**config.mk**
```make
export PLATFORM = sky130hd
export DESIGN_NAME = hdr_addr_snoop
export DESIGN_NICKNAME = d
export VERILOG_FILES = /design/src/rtl/snoop_pkg.sv /design/src/rtl/snoop_seq.sv /design/src/rtl/snoop_da_cap.sv /design/src/rtl/snoop_sa_cap.sv /design/src/rtl/hdr_addr_snoop.sv
export SDC_FILE = /design/constraint.sdc
export NUM_CORES = 1
export LEC_CHECK = 0
export ABC_AREA = 1
export BUFFER_PORTS_ARGS = -buffer_cell sky130_fd_sc_hd__buf_2
export CAP_MARGIN = 20
export CELL_PAD_IN_SITES_DETAIL_PLACEMENT = 1
export CELL_PAD_IN_SITES_GLOBAL_PLACEMENT = 1
export CORE_UTILIZATION = 38
export CTS_BUF_LIST = sky130_fd_sc_hd__clkbuf_16
export CTS_CLUSTER_SIZE = 16
export DETAILED_ROUTE_END_ITERATION = 12
export PLACE_DENSITY_LB_ADDON = 0.05
export SLEW_MARGIN = 20
export SYNTH_ARGS = -nofsm -noshare
export SYNTH_HDL_FRONTEND = slang
export SYNTH_SLANG_ARGS = --single-unit
export TNS_END_PERCENT = 50
```
**constraint.sdc**
```tcl
create_clock -name clk -period 1.92 [get_ports clk]
set_clock_uncertainty 0.1 [all_clocks]
set_input_delay 0.192 -clock clk [delete_from_list [all_inputs] [get_ports clk]]
set_output_delay 0.192 -clock clk [all_outputs]
set_load 0.1 [all_outputs]
```
**src/rtl/snoop_pkg.sv**
```systemverilog
package snoop_pkg;

    localparam int BUS_W    = 36;
    localparam int ADDR_W   = 48;
    localparam int CHAN_W   = 4;
    localparam int PAY_W    = 32;
    localparam int IDX_BIT  = 35;
    localparam int FLAG_HI  = 35;
    localparam int FLAG_LO  = 34;
    localparam int CHAN_LSB = 24;
    localparam int HALF_W   = ADDR_W - PAY_W;
    localparam logic [1:0] SOF_CODE = 2'b01;

    typedef enum logic [1:0] {
        W_IDLE,
        W_HDR1,
        W_HDR2,
        W_HDR3
    } word_state_t;

    typedef struct packed {
        logic w0;
        logic w1;
        logic w2;
        logic w3;
    } take_t;

    function automatic logic [PAY_W-1:0] byte_rev32(input logic [PAY_W-1:0] w);
        logic [PAY_W-1:0] r;
        for (int b = 0; b < PAY_W / 8; b++) begin
            r[8*b +: 8] = w[PAY_W - 8*(b+1) +: 8];
        end
        return r;
    endfunction

    function automatic logic [HALF_W-1:0] swap16(input logic [HALF_W-1:0] h);
        return {h[7:0], h[15:8]};
    endfunction

    // DA[47:16] from word 1
    function automatic logic [PAY_W-1:0] da_upper(input logic [BUS_W-1:0] w);
        return byte_rev32(w[PAY_W-1:0]);
    endfunction

    // DA[15:0] from word 2
    function automatic logic [HALF_W-1:0] da_lower(input logic [BUS_W-1:0] w);
        return swap16(w[15:0]);
    endfunction

    // SA[47:32] from word 2
    function automatic logic [HALF_W-1:0] sa_upper(input logic [BUS_W-1:0] w);
        return swap16(w[31:16]);
    endfunction

    // SA[31:0] from word 3
    function automatic logic [PAY_W-1:0] sa_lower(input logic [BUS_W-1:0] w);
        return byte_rev32(w[PAY_W-1:0]);
    endfunction

endpackage

```
**src/rtl/snoop_seq.sv**
```systemverilog
module snoop_seq
    import snoop_pkg::*;
(
    input  logic             clk,
    input  logic             rst,
    input  logic             wr_valid,
    input  logic             wr_first,
    input  logic [BUS_W-1:0] wr_data,
    output take_t            take
);

    word_state_t state_q, state_d;
    logic        start_ok;
    logic        sof_ok;

    assign start_ok = wr_valid && wr_first && !wr_data[IDX_BIT];
    assign sof_ok   = (wr_data[FLAG_HI:FLAG_LO] == SOF_CODE);

    always_comb begin
        state_d = W_IDLE;
        take    = '0;
        if (wr_valid && wr_first) begin
            if (start_ok) begin
                state_d = W_HDR1;
                take.w0 = 1'b1;
            end
        end else if (wr_valid) begin
            unique case (state_q)
                W_HDR1: if (sof_ok) begin
                    state_d = W_HDR2;
                    take.w1 = 1'b1;
                end
                W_HDR2: begin
                    state_d = W_HDR3;
                    take.w2 = 1'b1;
                end
                W_HDR3: take.w3 = 1'b1;
                default: state_d = W_IDLE;
            endcase
        end
    end

    always_ff @(posedge clk) begin
        if (rst) state_q <= W_IDLE;
        else     state_q <= state_d;
    end

    AST_ONE_TAKE: assert property (@(posedge clk) disable iff (rst)
        $onehot0({take.w0, take.w1, take.w2, take.w3}));
    AST_IDX_DROP: assert property (@(posedge clk) disable iff (rst)
        (wr_valid && wr_first && wr_data[IDX_BIT]) |=> (state_q == W_IDLE));
    AST_SOF_GATE: assert property (@(posedge clk) disable iff (rst)
        (state_q == W_HDR1 && wr_valid && !wr_first && !sof_ok) |=> (state_q == W_IDLE));
    AST_GAP_ABANDON: assert property (@(posedge clk) disable iff (rst)
        (!wr_valid) |=> (state_q == W_IDLE));

endmodule

```
**src/rtl/snoop_da_cap.sv**
```systemverilog
module snoop_da_cap
    import snoop_pkg::*;
(
    input  logic              clk,
    input  logic              rst,
    input  take_t             take,
    input  logic [BUS_W-1:0]  wr_data,
    output logic              da_ready,
    output logic [ADDR_W-1:0] da_addr,
    output logic [CHAN_W-1:0] da_chan
);

    logic [CHAN_W-1:0] chan_stage;
    logic [PAY_W-1:0]  upper_stage;

    always_ff @(posedge clk) begin
        if (rst) begin
            chan_stage  <= '0;
            upper_stage <= '0;
            da_ready    <= 1'b0;
            da_addr     <= '0;
            da_chan     <= '0;
        end else begin
            da_ready <= take.w2;
            if (take.w0) chan_stage  <= wr_data[CHAN_LSB +: CHAN_W];
            if (take.w1) upper_stage <= da_upper(wr_data);
            if (take.w2) begin
                da_addr <= {upper_stage, da_lower(wr_data)};
                da_chan <= chan_stage;
            end
        end
    end

    AST_DA_PULSE: assert property (@(posedge clk) disable iff (rst)
        da_ready |=> !da_ready);
    AST_DA_HOLD: assert property (@(posedge clk) disable iff (rst)
        !da_ready |-> ($stable(da_addr) && $stable(da_chan)));

endmodule

```
**src/rtl/snoop_sa_cap.sv**
```systemverilog
module snoop_sa_cap
    import snoop_pkg::*;
(
    input  logic              clk,
    input  logic              rst,
    input  take_t             take,
    input  logic [BUS_W-1:0]  wr_data,
    output logic              sa_ready,
    output logic [ADDR_W-1:0] sa_addr
);

    logic [HALF_W-1:0] upper_stage;

    always_ff @(posedge clk) begin
        if (rst) begin
            upper_stage <= '0;
            sa_ready    <= 1'b0;
            sa_addr     <= '0;
        end else begin
            sa_ready <= take.w3;
            if (take.w2) upper_stage <= sa_upper(wr_data);
            if (take.w3) sa_addr     <= {upper_stage, sa_lower(wr_data)};
        end
    end

    AST_SA_PULSE: assert property (@(posedge clk) disable iff (rst)
        sa_ready |=> !sa_ready);
    AST_SA_HOLD: assert property (@(posedge clk) disable iff (rst)
        !sa_ready |-> $stable(sa_addr));

endmodule

```
**src/rtl/hdr_addr_snoop.sv**
```systemverilog
module hdr_addr_snoop
    import snoop_pkg::*;
(
    input  logic              clk,
    input  logic              rst,
    input  logic              wr_valid,
    input  logic              wr_first,
    input  logic [BUS_W-1:0]  wr_data,
    output logic              da_ready,
    output logic [ADDR_W-1:0] da_addr,
    output logic [CHAN_W-1:0] da_chan,
    output logic              sa_ready,
    output logic [ADDR_W-1:0] sa_addr
);

    take_t take;

    snoop_seq u_seq (
        .clk      (clk),
        .rst      (rst),
        .wr_valid (wr_valid),
        .wr_first (wr_first),
        .wr_data  (wr_data),
        .take     (take)
    );

    snoop_da_cap u_da (
        .clk      (clk),
        .rst      (rst),
        .take     (take),
        .wr_data  (wr_data),
        .da_ready (da_ready),
        .da_addr  (da_addr),
        .da_chan  (da_chan)
    );

    snoop_sa_cap u_sa (
        .clk      (clk),
        .rst      (rst),
        .take     (take),
        .wr_data  (wr_data),
        .sa_ready (sa_ready),
        .sa_addr  (sa_addr)
    );

    AST_SA_FOLLOWS_DA: assert property (@(posedge clk) disable iff (rst)
        sa_ready |-> $past(da_ready));
    AST_NO_DUAL_STROBE: assert property (@(posedge clk) disable iff (rst)
        !(da_ready && sa_ready));

endmodule

```
Word-level counts from Yosys, hierarchy flattened. Index checks and enable logic that the tools add are counted.

Register bits after elaboration: 156. Bits in latches: 0. RAM bits: 0. Bits in read-only memories: 0. Input bits: 40. Word-level logic and storage cells: 29. Memories kept: 0.

Add/subtract/negate cells: 0. Multipliers: 0. Div/mod/pow operators: 0. $lt $le $gt $ge: 0. Eq/ne operators: 4. Shift-type cells: 0. Multiplexer cells: 13. Bitwise operators: 0. Reductions and logical operators: 3.

Operators with widths (count): $mux W1 (7); $mux W2 (3); $mux W3 (2); $eq A2 B1 Y1 const B (2); $eq A2 B2 Y1 const B (2); $pmux W2 S2 (1); $logic_and A1 B1 Y1 (2); $logic_not A1 Y1 (1).

Depth between registers and ports, before layout. Gate-level depths: netlist (run 1).

Word-level depth: 5. Depth in mapped cells: 8. Gate-level depth less buffers: 7.

Cells and area by module. A second synthesis (run 1) with hierarchy kept.

Cell total of the unflattened synthesis: 960. Area total of the unflattened synthesis: 6317.3 um^2.

By module, submodules not included: snoop_da_cap (times used 1, cells each 541, area an instance 3564.7 um^2); snoop_sa_cap (times used 1, cells each 392, area an instance 2581.2 um^2); snoop_seq (times used 1, cells each 27, area an instance 171.4 um^2).

Worst setup path before layout (run 1). Ideal clock, no wire load.

Path kind: reg2reg. From: reg u_seq.state_q[0]. To: reg u_da.da_addr[42]. Arrival: 1.308 ns. Data required time: 1.750 ns. Setup slack: 0.442 ns. Stages on the path, launching flop included: 8. Buffers on the path: 2. Clock period less this slack: 1.478 ns. Path through: dfxtp_1 > inv_1 > ha_1 > buf_2 > nand2_1 > clkbuf_1 > nand2_1 > a21oi_1.

Word-level cells in the longest chain between the ends: 4.

RTL lines: start: declaration (RTL line snoop_seq.sv:12) `word_state_t state_q, state_d;`; start signal: assignment (RTL line snoop_seq.sv:45) `else state_q <= state_d;`; $eq A2 B2 Y1 (RTL line snoop_seq.sv:28) `unique case (state_q)`; $mux W1 (RTL line snoop_seq.sv:28); $mux W3 (RTL line snoop_seq.sv:27) `end else if (wr_valid) begin`; $mux W3 (RTL line snoop_seq.sv:22) `if (wr_valid && wr_first) begin`; end signal: assignment (RTL line snoop_da_cap.sv:28) `da_addr <= {upper_stage, da_lower(wr_data)};`; end: declaration (RTL line snoop_da_cap.sv:9) `output logic [ADDR_W-1:0] da_addr,`.

No other way between the ends. A chain may end at the register's enable or synchronous reset.

Final worst setup path (run 1).
From: reg u_seq.state_q[0]. To: reg u_sa.sa_addr[24].

Word-level cells in the longest chain between the ends: 4.

RTL lines: $eq A2 B2 Y1 (RTL line snoop_seq.sv:28); $mux W1 (RTL line snoop_seq.sv:28); $mux W3 (RTL line snoop_seq.sv:27); $mux W3 (RTL line snoop_seq.sv:22); end signal: assignment (RTL line snoop_sa_cap.sv:22) `if (take.w3) sa_addr <= {upper_stage, sa_lower(wr_data)};`; end: declaration (RTL line snoop_sa_cap.sv:9) `output logic [ADDR_W-1:0] sa_addr`.

No other way between the ends.

==> results of run 1 <==
stage by stage:
| step | power [uW] | instances | area, sq um |
|---|---|---|---|
| after floorplan | 3460 | 764 | 5830 |
| after global placement | 3580 | 1037 | 6660 |
| final | 6680 | 1091 | 7440 |
| after global routing | 6910 | 1091 | 7440 |
| after CTS | 6730 | 1091 | 7440 |
| after detailed placement | 3590 | 1037 | 6660 |
registers in the layout (all words and copies together) (netlist names), 2 cells and up:
name              count
u_da.da_addr         48
u_sa.sa_addr         48
u_da.upper_stage     32
u_sa.upper_stage     16
u_da.chan_stage       4
u_da.da_chan          4
u_seq.state_q         2
critical path: cells and delay by family (launching register included):
family	cells	cell delay [ps]
DFF	1	340
AOI/OAI and AO/OA	1	170
adders and majority gates	1	230
buffers and inverters	1	440
and+or+nand+nor	2	180
metal layers:
layer,vias to the layer above,GRT usage (%),wire (microns)
met5,-,0,0
met4,0,7.02,214
met3,18,5.35,828
met2,114,42.0,9040
met1,2717,32.0,8730
li1,2759,-,-
cells in the final DEF, fill, tap and decap left out, types with 8 or more instances in the layout:
cell / count
a21oi_1: 117
buf_2: 138
buf_4: 8
clkbuf_16: 17
dfxtp_1: 156
dlygate4sd3_1: 24
inv_1: 39
nand2_1: 150
nand3_1: 151
nor2_1: 75
report_power, final:
part	switching [uW]	total (uW)	leakage, uW	internal (uW)
combinational	207	308	0.00157	101
clock	1270	3130	0.000267	1860
sequential	4.96	3250	0.00126	3240
total	1480	6680	0.00309	5200
worst paths after layout:
path,from,to,slack (ps),depth (start not counted)
worst max-delay path,u_seq.state_q[0],u_sa.sa_addr[24],360,5
worst min-delay path,wr_data[4],u_sa.sa_addr[28],10,3
worst max register to register,u_seq.state_q[0],u_sa.sa_addr[24],360,5
worst min register to register,u_da.da_addr[0],u_da.da_addr[0],360,2
cells by family after synthesis:
| logic type | after synthesis | synth area share (%) |
|---|---|---|
| AO/OA/AOI/OAI | 121 | 10.4 |
| adder cells (fa/ha/maj) | 3 | 0.644 |
| flip-flops | 156 | 53.6 |
| buffers and inverters | 102 | 7.42 |
| AND/OR/NAND/NOR | 382 | 28.0 |
area by class of cell:
cell class | instances | area (sq um)
clock buffer | 17 | 425
clock inverter | 13 | 110
fill | 1873 | 7320
inverter | 39 | 146
multi-input combinational | 506 | 2290
sequential | 156 | 3120
tap | 184 | 230
timing repair buffer | 176 | 1110
repair_timing:
action                                  in CTS  in global routing
hold buffers                                24                  0
endpoints found under the setup margin       0                  0
hold endpoints to repair                    39                  0
Yosys cell counts (all sizes together):
cell	n	area share [%]
dfxtp	156	54
nand2	152	9.8
nand3	151	13
a21oi	117	10
nor2	78	5.2
inv	38	2.4
clkbuf	35	2.3
buf	28	2.7
o21ai	4	0.34
ha	3	0.64
clkinv	1	0.064
nor3	1	0.086
==> metrics list, run 1 <==
* Pleak: 0.00309 uW
* Number of setup buffers added after CTS: 0
- After detailed routing, the average wire length per cell comes to 17.2 microns.
* Pwr/cell area: 899 nW/um^2
* Count of unique library cells instantiated by Yosys: 15
* Die outline height: 126 microns
- Mean Syn Cell Area: 7.63 sq um
- Across the run, the number of max-cap violations was 0.
* Initial standard-cell utilization of the core: 39.5%
- Clock sinks: 156
- Crit-path max FO: 49
- Number of buffers added by the clock tree synthesis step: 17
- By startpoint and endpoint, the worst setup path is classified as reg -> reg.
- 0 antenna diodes ended up in the layout.
* Wire length of the first global-routing pass: 30.8 mm
- The number of max-slew violations in the final report is 0.
* Core Util, Final: 50.4%
* Run status: finished clean
- Critical path required time: 2160 ps
* Mapped Cells: 764
* Number of nets in the finished design: 939
- Area delta synth->final: 27.5%
* Post-cts repair resize count: 0
* Highest clock rate: 0.640 GHz
* Horiz. Die Dim: 126 microns
- Across the VDD grid, the largest voltage drop is 0.539 mV.
- Synthesis produced a netlist with a net count of 807.
* Class of the tightest hold or removal check: in -> reg
- Worst EP arrival: 1800 ps
* Final setup margin: 358 ps
* Total routing resource utilization after global routing: 24.9%
- Placeable core region: 14800 sq um
- Row generation in the floorplan step produced 44 rows.
* Count of unresolved DRC violations after routing: 0
- Number of global-route vias before repair: 5816
- Worst path cell trace: ha_2 -> nand2_2 -> buf_4 -> nand2_1 -> a21oi_1
- Proportion of synthesized chip area in sequential cells: 53.6%
- The detailed router placed 5608 vias in this run.
- Prior to clock tree synthesis, the placed netlist has a worst setup slack of 344 ps.
- Netlist area before placement: 5830 sq um
* Least-Margin Pin Slew: 532 ps
- CTS tree: built
- Setup repair after global routing left no endpoint under its margin.
* Latest clock arrival within the worst-skew pair: 410 ps
- Antenna violations before repair: 0
- Summed over all nets, the half-perimeter wirelength after detailed placement is 12.4 mm.
- Standard cell with the maximum stage delay on the critical path: buf_4
- Setup violations remaining at the end of the flow were counted as 0.
* RD Place Congestion: 0.784
- Largest buffer count on any clock path: 2
- The number of hold violations in the final report was 0.
* Fraction of layout instances using a drive strength above 1: 20.2%
- The cell sitting at the root of the clock tree is a clkbuf_16.
- Length of the first detailed-routing pass in iterations: 4
- CTS H-tree lvls: 4
* Nature of the critical path endpoint: flip-flop
- DRC violation total after the first TritonRoute iteration: 291
- Clock transition at the registers of the reported paths: 60 ps
- During synthesis, Yosys emitted a total of 0 warnings.
- Relative slew slack: 64.5%
* Setup_tns: 0 ps
* Pin count of the biggest net entering global routing: 120
* Critical path startpoint category: flip-flop
- Number of top-level pins: 142
- The count of nets left with antenna violations once routing finished came out at 0.
* Hold Worst Slack: 11.8 ps
- Overall overflow remaining after global route: 0
* Count of input and output buffers: 139
- Average vias per placed instance: 5.14
- In this design, the stage delay of the slowest critical-path cell is 440 ps.
* DIE AREA: 15800 sq um
- Final wirelength: 18.8 mm
- For the finished layout, the period the worst path requires is 1560 ps.
- Ratio of final minimum period to clock period: 81.3%
- Register bit total from synthesis: 156
Note: power is estimated with default switching activity, not from simulation.
==> run 2, diff against run 1 <==
Settings changed: ABC_AREA 1 to 0, CORE_UTILIZATION 38 to 35.
Clock period 1.92 ns to 1.35 ns, I/O delays scaled along.
==> run 2 against run 1 <==
Effect of this change: the run now ends with setup timing left; synthesized cell count is 12% lower; wire length increased by 19%; hold slack improved by 220 ps; clock-buffer cell count is the same; combinational power is 35% higher; critical endpoint is now u_da.upper_stage[26]; highest routed layer unchanged.
==> metrics list, run 2 <==
* Pleak: 0.00375 uW (was 0.00309 uW)
- The maximum clock frequency is 0.582 GHz (was 0.640 GHz).
- The post-detailed-placement half-perimeter wirelength was 10.5 mm (was 12.4 mm).
- The synthesis-to-finish area growth came to 69.5% (was 27.5%).
- Library cell occupying the most area in the post-synthesis netlist: dfxtp_1 (unchanged)
- The number of synthesis warnings came to 0 (unchanged).
- Category of the most critical setup path: reg -> reg (unchanged)
* Number of top-level pins: 142 (unchanged)
- The number of buffers created by CTS was 17 (unchanged).
- The number of hold violations in the final report is 0 (unchanged).
* Length of the first detailed-routing pass in iterations: 4 (unchanged)
* Setup repair after global routing missed its margin: yes (was no)
- The time the worst path needs with I/O delays and setup came to 1720 ps (was 1560 ps).
* Syn_nets: 718 (was 807)
* Most frequent cells after synthesis: nand2_1, dfxtp_1, a21oi_1, nand2b_1, mux2i_1 (was dfxtp_1, nand2_1, nand3_1, a21oi_1, nor2_1)
* Largest buffer count on any clock path: 2 (unchanged)
* Most frequent cells in the layout: nand2_1, dfxtp_1, a21oi_2 (was dfxtp_1, nand3_1, nand2_1)
* Clock transition at the registers of the reported paths: 60 ps (about the same)
- The effective utilization at floorplan came to 36.0% (was 39.5%).
- Proportion of synthesized chip area in sequential cells: 54.5% (was 53.6%)
* Final max-slew violation count: 0 (unchanged)
- Critical path required time: 1590 ps (was 2160 ps)
* Relative slew slack: 70.5% (was 64.5%)
* Pwr/cell area: 1020 nW/um^2 (was 899 nW/um^2)
- The overall global routing resource usage came to 22.1% (was 24.9%).
- The setup TNS after final layout is -30370 ps (was 0 ps).
- The share of the clock period used by the worst path is 127% (was 81.3%).
- The number of cells on the worst hold path came to 3 (unchanged).
- The slew at the pin closest to its max-slew limit is 441 ps (was 532 ps).
- The length in cells of the worst reg-to-reg path is 7 (was 5).
- The average wire length per cell after detail routing came to 20.3 microns (was 17.2 microns).
- RD Place Congestion: 0.701 (was 0.784)
- Worst EP arrival: 1960 ps (was 1800 ps)
- The type of the tightest min-delay check is in -> reg (unchanged).
- The root buffer cell was clkbuf_16 (unchanged).
* Horiz. Die Dim: 130 microns (was 126 microns)
* Fraction of layout instances using a drive strength above 1: 44.3% (was 20.2%)
- The violation count after the first detailed-route iteration is 237 (was 291).
* Mean Syn Cell Area: 8.50 sq um (was 7.63 sq um)
- The number of nets with antenna violations after routing was 0 (unchanged).
* Run status: finished, violations left (was finished clean)
- The number of flops mapped to enable cells by yosys was 0 (unchanged).
- Count of unresolved DRC violations after routing: 0 (unchanged)
- The number of global-route vias before repair came to 5440 (was 5816).
* CTS tree: built (unchanged)
- The setup violation total in the final timing report is 152 (was 0).
- The average via count per standard cell is 4.93 (was 5.14).
- Violations in the final reports: setup timing
- The category of the worst setup path capture point is a flip-flop (unchanged).
- The source-to-sink clock delay at the later pin of the worst-skew pair came to 430 ps (was 410 ps).
* Largest registers: u_da.da_addr: 48 flops, u_sa.sa_addr: 48 flops, u_da.upper_stage: 32 flops (unchanged)
* Register bit total from synthesis: 156 (unchanged)
- Share of the synthesized area in the top cell type: 54.5% (was 53.6%)
- Number of nets in the finished design: 920 (was 939)
* Worst ir drop on vdd: 0.823 mV (was 0.539 mV)
* Mapped Cells: 675 (was 764)
- Pin count of the biggest net entering global routing: 63 (was 120)
* Most used standard cell by instance count after synthesis: nand2_1 (was dfxtp_1)
- The leading cell type in the layout, fill and taps excluded is nand2_1 (was dfxtp_1).
- Critical path startpoint category: flip-flop (unchanged)
* Final wirelength: 22.4 mm (was 18.8 mm)
- Largest cells by area after synthesis: dfxtp_1, nand2_1, a21oi_1 (was dfxtp_1, nand3_1, a21oi_1).
- The summed instance area of the synthesized netlist was 5740 sq um (was 5830 sq um).
* Cell Rows: 46 (was 44)
* Die outline height: 130 microns (was 126 microns)
- The number of port buffers was 139 (unchanged).
- The count of H-tree levels built during CTS came to 4 (unchanged).
- Final setup margin: -369 ps (was 358 ps)
- Main flop type after synthesis: dfxtp_1 (unchanged)
* Crit-path max FO: 7 (was 49)
- The wire length of the first global-routing pass is 28.1 mm (was 30.8 mm).
- The initial antenna violation count came to 0 (unchanged).
- The number of distinct standard cells referenced by the synthesized netlist is 17 (was 15).
- Async set-or-reset flop fraction in the synthesized netlist: 0% (unchanged)
- Total number of vias: 5442 (was 5608)
- The standard cell core area came to 15900 sq um (was 14800 sq um).
- Overall overflow remaining after global route: 0 (unchanged)
* Core Util, Final: 61.0% (was 50.4%)
- The count of max-cap constraint violations was 0 (unchanged).
* DIE AREA: 16900 sq um (was 15800 sq um)
- The TritonCTS sink count was 156 (unchanged).
[run 2: cell count changes after synthesis, moves of 2 or more]
| cell | before | now |
|---|---|---|
| mux2i_1 | 0 | 36 |
| clkbuf_1 | 35 | 17 |
| nor2_1 | 77 | 7 |
| o21ai_0 | 4 | 0 |
| buf_4 | 7 | 3 |
| nand2_1 | 152 | 233 |
| nand3b_1 | 0 | 3 |
| buf_2 | 19 | 23 |
| inv_1 | 38 | 2 |
| buf_6 | 0 | 4 |
| and3b_1 | 0 | 2 |
| nand3_1 | 151 | 0 |
| nand2b_1 | 0 | 64 |
[run 2: layer usage]
| layer | routed length, microns | GRT usage [%] | vias up |
|---|---|---|---|
| met2 | 11900 | 40.2 | 131 |
| met5 | 0 | 0 | - |
| li1 | - | - | 2571 |
| met4 | 422 | 5.88 | 0 |
| met1 | 8980 | 25.3 | 2713 |
| met3 | 1090 | 6.19 | 27 |
[run 2: worst max-delay path, cell delays in order (launching register included)]
cell and delay (ps):
dfxtp_2 330, inv_2 70, ha_4 140, nand2_4 50, nor4b_4 320, buf_4 210
buf_8 150, mux2i_1 260
[run 2: worst paths after layout]
check | slack [ps] | endpoint | start
max | -370 | u_da.upper_stage[26] | u_seq.state_q[1]
min | 230 | u_seq.state_q[0] | wr_first
min reg2reg | 350 | u_da.da_addr[35] | u_da.da_addr[35]
max reg2reg | -370 | u_da.upper_stage[26] | u_seq.state_q[1]
[run 2: where the power goes]
| group | leakage (uW) | switching [uW] | internal, uW | total (uW) |
|---|---|---|---|---|
| Sequential | 0.00126 | 6.03 | 4610 | 4610 |
| Combinational | 0.00219 | 229 | 185 | 415 |
| Clock | 0.000292 | 1900 | 3020 | 4930 |
[run 2: repair_timing]
action,4_1_cts,5_1_grt
hold buffers,33,0
endpoints found under the hold margin,102,0
gates resized for setup,68,352
cloned,9,19
setup buffers,7,12
pin swaps,15,95
endpoints found under the setup margin,242,226
[run 2: final cells by class]
class	count	area [sq um]
Clock inverter	12	158
Fill cell	1709	6220
Sequential cell	156	3130
Multi-Input combinational cell	467	3110
Antenna cell	1	2.50
Clock buffer	17	425
Timing Repair Buffer	233	2620
Inverter	2	7.51
Tap cell	216	270
[run 2: cell families after synthesis]
kind of cell / share of synthesized area [%]
fa+ha+maj: 0.655
compound gates: 10.3
buf+inv: 4.62
simple gates: 23.6
mux: 6.28
flops: 54.5
[run 2: per-stage QoR]
step           area (sq um)  setup WS [ps]  hold WS (ps)  instances  power, uW
2_1_floorplan          5750          -53.1           171        675       4850
4_1_cts                8360           -180           170       1078       9930
3_5_place_dp           6950           -234           311       1000       5000
5_1_grt                9720           -406           223       1103      10200
3_3_place_gp           6950           -122           304       1000       5000
6_report               9720           -369           228       1104       9960
